**src/rtl/lut_mem_cfg.sv**
```systemverilog
module lut_mem_cfg #(
  parameter int DEPTH = 16
) (
  input  logic                     clk,
  input  logic                     rst_n,
  input  logic [2:0]               mode,
  input  logic [1:0]               we,
  input  logic [$clog2(DEPTH):0]   addr,
  input  logic [1:0]               wdata,
  input  logic [$clog2(DEPTH)-1:0] raddr,
  output logic [1:0]               rdata
);
  localparam int AW = $clog2(DEPTH);

  localparam logic [2:0] M_DUAL1  = 3'd0;
  localparam logic [2:0] M_WIDE   = 3'd1;
  localparam logic [2:0] M_DEEP   = 3'd2;
  localparam logic [2:0] M_DPORT  = 3'd3;
  localparam logic [2:0] M_SHIFT  = 3'd4;

  logic [DEPTH-1:0] arr_a, arr_b;
  logic [AW-1:0]    idx;
  logic             bank;

  assign idx  = addr[AW-1:0];
  assign bank = addr[AW];

  always_ff @(posedge clk or negedge rst_n) begin
    if (!rst_n) begin
      arr_a <= '0;
      arr_b <= '0;
    end else begin
      case (mode)
        M_DUAL1: begin
          if (we[0]) arr_a[idx] <= wdata[0];
          if (we[1]) arr_b[idx] <= wdata[1];
        end
        M_WIDE: if (we[0]) begin
          arr_a[idx] <= wdata[0];
          arr_b[idx] <= wdata[1];
        end
        M_DEEP: if (we[0]) begin
          if (bank) arr_b[idx] <= wdata[0];
          else      arr_a[idx] <= wdata[0];
        end
        M_DPORT: if (we[0]) begin
          arr_a[idx] <= wdata[0];
          arr_b[idx] <= wdata[0];
        end
        M_SHIFT: if (we[0]) begin
          arr_a <= {arr_a[DEPTH-2:0], wdata[0]};
          arr_b <= {arr_b[DEPTH-2:0], wdata[1]};
        end
        default: ;
      endcase
    end
  end

  always_comb begin
    case (mode)
      M_DUAL1, M_WIDE, M_SHIFT: rdata = {arr_b[idx], arr_a[idx]};
      M_DEEP:  rdata = {1'b0, bank ? arr_b[idx] : arr_a[idx]};
      M_DPORT: rdata = {arr_b[raddr], arr_a[idx]};
      default: rdata = 2'b00;
    endcase
  end

  // a word write lands in both arrays at the addressed location
  p_word_write_r3: assert property (@(posedge clk) disable iff (!rst_n)
    (mode == M_WIDE && we[0]) |=>
      (arr_a[$past(idx)] == $past(wdata[0]) && arr_b[$past(idx)] == $past(wdata[1])));

  // dual-port writes keep the shadow array equal at that location
  p_mirror_r5: assert property (@(posedge clk) disable iff (!rst_n)
    (mode == M_DPORT && we[0]) |=> (arr_a[$past(idx)] == arr_b[$past(idx)]));

  // shift enters at stage 0 and moves every stage up by one
  p_shift_r7: assert property (@(posedge clk) disable iff (!rst_n)
    (mode == M_SHIFT && we[0]) |=>
      (arr_a[0] == $past(wdata[0]) && arr_b[0] == $past(wdata[1]) &&
       arr_a[DEPTH-1:1] == $past(arr_a[DEPTH-2:0]) &&
       arr_b[DEPTH-1:1] == $past(arr_b[DEPTH-2:0])));

  // idle mode codes leave the arrays untouched
  p_idle_mode_r10: assert property (@(posedge clk) disable iff (!rst_n)
    (mode > M_SHIFT) |=> ($stable(arr_a) && $stable(arr_b)));

  // no enable, no change
  p_no_write_r11: assert property (@(posedge clk) disable iff (!rst_n)
    (we == 2'b00) |=> ($stable(arr_a) && $stable(arr_b)));

  // the deep shape never drives the upper data bit
  p_deep_msb_r4: assert property (@(posedge clk) disable iff (!rst_n)
    (mode == M_DEEP) |-> (rdata[1] == 1'b0));
endmodule

```
**config.mk**
```make
export PLATFORM = sky130hd
export DESIGN_NAME = lut_mem_cfg
export DESIGN_NICKNAME = d
export VERILOG_FILES = /design/src/rtl/lut_mem_cfg.sv
export SDC_FILE = /design/constraint.sdc
export NUM_CORES = 1
export LEC_CHECK = 0
export BUFFER_PORTS_ARGS = -buffer_cell sky130_fd_sc_hd__buf_4
export CAP_MARGIN = 15
export CORE_MARGIN = 3
export CORE_UTILIZATION = 45
export CTS_CLUSTER_DIAMETER = 80
export CTS_CLUSTER_SIZE = 30
export DETAILED_ROUTE_END_ITERATION = 12
export GPL_ROUTABILITY_DRIVEN = 0
export PLACE_DENSITY_LB_ADDON = 0.1
export SLEW_MARGIN = 20
export SYNTH_ARGS = -nofsm -noshare
export SYNTH_HDL_FRONTEND = slang
export SYNTH_SLANG_ARGS = --single-unit
```
**constraint.sdc**
```tcl
create_clock -name clk -period 2.15 [get_ports clk]
set_input_delay 0.215 -clock clk [delete_from_list [all_inputs] [get_ports clk]]
set_output_delay 0.215 -clock clk [all_outputs]
set_load 0.01 [all_outputs]
```
==> impl_results.md <==
- Status: finished, violations left
- Violated checks: setup timing
- Total CTS buffers: 5
- Fin util: 0.5855
- Die area: 6197 um2
- Ys flop type: dfrtp_1
- Power Dens Cells: 704.1 nW/um2
- Synthesis Warnings: 0
- DRC violations left: 0
- Syn_nets: 291
- NetSw: 0.0006362 W
- P&R area growth vs syn: 20.82%
- R2r startpoint: arr_b[12]$_DFFE_PN0P_
- Total chip power: 0.002024 W
- Starting density of the core: 0.4846
- Crit path largest cell delay: 0.49 ns
- # fillers: 443
- Most common cell in the netlist: a21oi_1
- Vias per cell: 6.461
- Clock sink count: 32
- DR iter-0 viols: 309
- Crit end category: primary output
- Routed len/inst: 19.37 um
- Post-synth top cells: a21oi_1, nand2_1, dfrtp_1, o22ai_1, clkbuf_1
- Worst slew pin tran: 0.5660 ns
- Clock network power share: 0.322
- Antenna violations before repair: 0
- Hold path start: wdata[0]
- Worst path bufs/invs: 1
- Worst-case reg-to-reg path depth: 3
- First-pass GRT wire length: 11830 um
- CTS root buffer: clkbuf_8
- Post-layout net count: 323
- Max Buffers Root-to-Sink: 2
- Via count: 2410
- Final std cells w/o fill: 373
- Total negative slack: -0.1101 ns
- Num rows: 25
- Share of the synthesized area in the top cell type: 0.3365
- Data required, critical path: 1.93 ns
- Startpoint Class: flip-flop
- Worst IR Drop VDD: 393.3 uV
- WP data arrival: 2.05 ns
- Antenna cells: 0
- Cell variety after synth: 35
- Max-cap violations: 0
- Sequential Power Share: 0.414
- TritonCTS clock tree: done
- Rel. slew slack: 0.6219
- Share of cells above drive strength 1: 0.2516
- Kind of cell adding the most delay to the critical path: multiplexers
- Largest area contributor in the netlist: dfrtp_1
- Synth top area cells: dfrtp_1, a21oi_1, mux4_2
- Final setup margin: -0.1101 ns
- Hold Fails Final Rpt: 0
- Hold path cells: 2
- Clk pin slew, worst setup/hold paths: 0.07 ns
- Mapped Cells: 273
- Core ar.: 4911 um2
- Post-synth EDFFs: 0
- Setup crit start: arr_b[8]$_DFFE_PN0P_
- CP max stage cell: mux4_1
- Total congestion overflow: 0
- Tmin final: 2.260 ns
- Combinational power share: 0.263
- Largest net degree at the start of global routing: 38
- Cell Area, Synth: 2380 um2
- #FFs+latches synth: 32
- Max-slew violations: 0
- CP Class: reg2out
- Hold endpoint: arr_a[0]$_DFFE_PN0P_
- Crit-path max FO: 2
- Async set-reset flop share out of synthesis: 1.000
- Detail Route Antenna Nets: 0
- Dpl hpwl: 4824 um
- IO Port Bufs: 19
- DIE HEIGHT: 78.72 um
- Leak Pwr: 1.184 nW
- Final Cycle Share: 1.051
- Max Freq: 442.5 MHz
- Placed Instances: 356
- Reg2reg end: arr_b[13]$_DFFE_PN0P_
- Clk Latency, worst-skew pair: 0.28 ns
- Setup violations, final: 1
- Clk_skew: 0.002128 ns
- Register area share after synthesis: 0.3365
- Vias in the first global route: 2220
- P_int: 0.001388 W
- CP Cell Sequence: mux4_1, mux4_2, a32o_1, buf_4
- Post-synthesis average cell area: 8.717 um2
- Gr usage total: 0.2462
- RSZ-0062 raised after global routing: yes
- Switching share of power: 0.3143
- Final wirelength: 7225 um
- Die Wd: 78.72 um
- R2r setup slk: 1.04 ns
- IO Count: 20
- Hold Crit Class: in2reg
- Pre-antenna DRT Iters: 5
- H-tree depth: 2
worst reg2reg max path, stage by stage (launching register included):
cell and delay (ns):
dfrtp_1 0.40, buf_4 0.16, a222oi_1 0.32, o31ai_1 0.10
worst max path at each step:
stage,slack [ns],cells after the start,to
floorplan,0.31,3,rdata[1]
global placement,0.16,4,rdata[1]
detailed placement,0.13,4,rdata[1]
CTS,-0.12,4,rdata[1]
global route,-0.17,4,rdata[1]
finish,-0.11,4,rdata[1]
metal layers:
layer / global-route usage / wire length (um)
met5: 0 / 0
met4: 0.06818 / 52
met3: 0.05215 / 581
met2: 0.3667 / 3278
met1: 0.3622 / 3313
cell families (layout without fill, tap and decap cells):
kind of cell / count (synthesis) / after routing / share of synthesized area
DFF: 32 / 32 / 0.3365
buffers and inverters: 25 / 58 / 0.04837
muxes: 17 / 17 / 0.1488
and+or+nand+nor: 79 / 79 / 0.1514
AOI/OAI and AO/OA: 120 / 120 / 0.3149
cell type report:
| type | instances | area [um2] | area share |
|---|---|---|---|
| Inverter | 2 | 7.507 | 0.002611 |
| Clock buffer | 7 | 96.34 | 0.03351 |
| Timing Repair Buffer | 48 | 381.6 | 0.1327 |
| Clock inverter | 1 | 30.03 | 0.01044 |
| Multi-Input combinational cell | 216 | 1474 | 0.5126 |
| Sequential cell | 32 | 802.0 | 0.2789 |
| Tap cell | 67 | 83.83 | 0.02916 |
cell usage in the layout (no fill, tap or decap), types with 2 or more instances in the layout:
| cell type | count |
|---|---|
| or2_2 | 2 |
| nand2b_1 | 5 |
| o21ai_0 | 4 |
| o22ai_1 | 29 |
| buf_6 | 5 |
| nor2b_1 | 5 |
| a22oi_1 | 7 |
| nand2_1 | 36 |
| a21oi_1 | 59 |
| a222oi_1 | 2 |
| clkbuf_8 | 7 |
| inv_1 | 2 |
| nor2_1 | 10 |
| buf_4 | 42 |
| o31ai_1 | 2 |
| o32ai_1 | 7 |
| mux4_2 | 11 |
| mux4_1 | 2 |
| and2_1 | 4 |
| a22oi_2 | 2 |
| dfrtp_1 | 31 |
| mux2i_1 | 2 |
| nand3_1 | 14 |
power by group through the flow:
| stage | combinational, W | clock [W] | sequential [W] |
|---|---|---|---|
| 6_report | 0.000533 | 0.000652 | 0.000839 |
| 5_1_grt | 0.000590 | 0.000702 | 0.000847 |
| 4_1_cts | 0.000524 | 0.000665 | 0.000836 |
| 3_5_place_dp | 0.000490 | 0 | 0.000856 |
| 3_3_place_gp | 0.000481 | 0 | 0.000859 |
| 2_1_floorplan | 0.000349 | 0 | 0.000804 |
sequential cells by signal, indices dropped and copies added, names as in the netlist:
name,count
arr_b,16
arr_a,16
what timing repair did:
action,in CTS,in global routing
gates cloned,0,0
resized for setup,4,7
hold endpoints to repair,32,0
pin swaps,4,2
buffers inserted,6,2
hold buffers,1,0
endpoints found under the setup margin,2,2
stage by stage:
stage | setup WS [ns] | cell area [um2] | hold WS [ns]
4_1_cts | -0.1237 | 2834 | 0.2050
5_1_grt | -0.1677 | 2875 | 0.2174
3_5_place_dp | 0.1290 | 2654 | 0.1812
6_report | -0.1101 | 2875 | 0.2160
2_1_floorplan | 0.3068 | 2380 | -0.08059
3_3_place_gp | 0.1577 | 2654 | 0.1889
(Power assumes the default switching activity.)
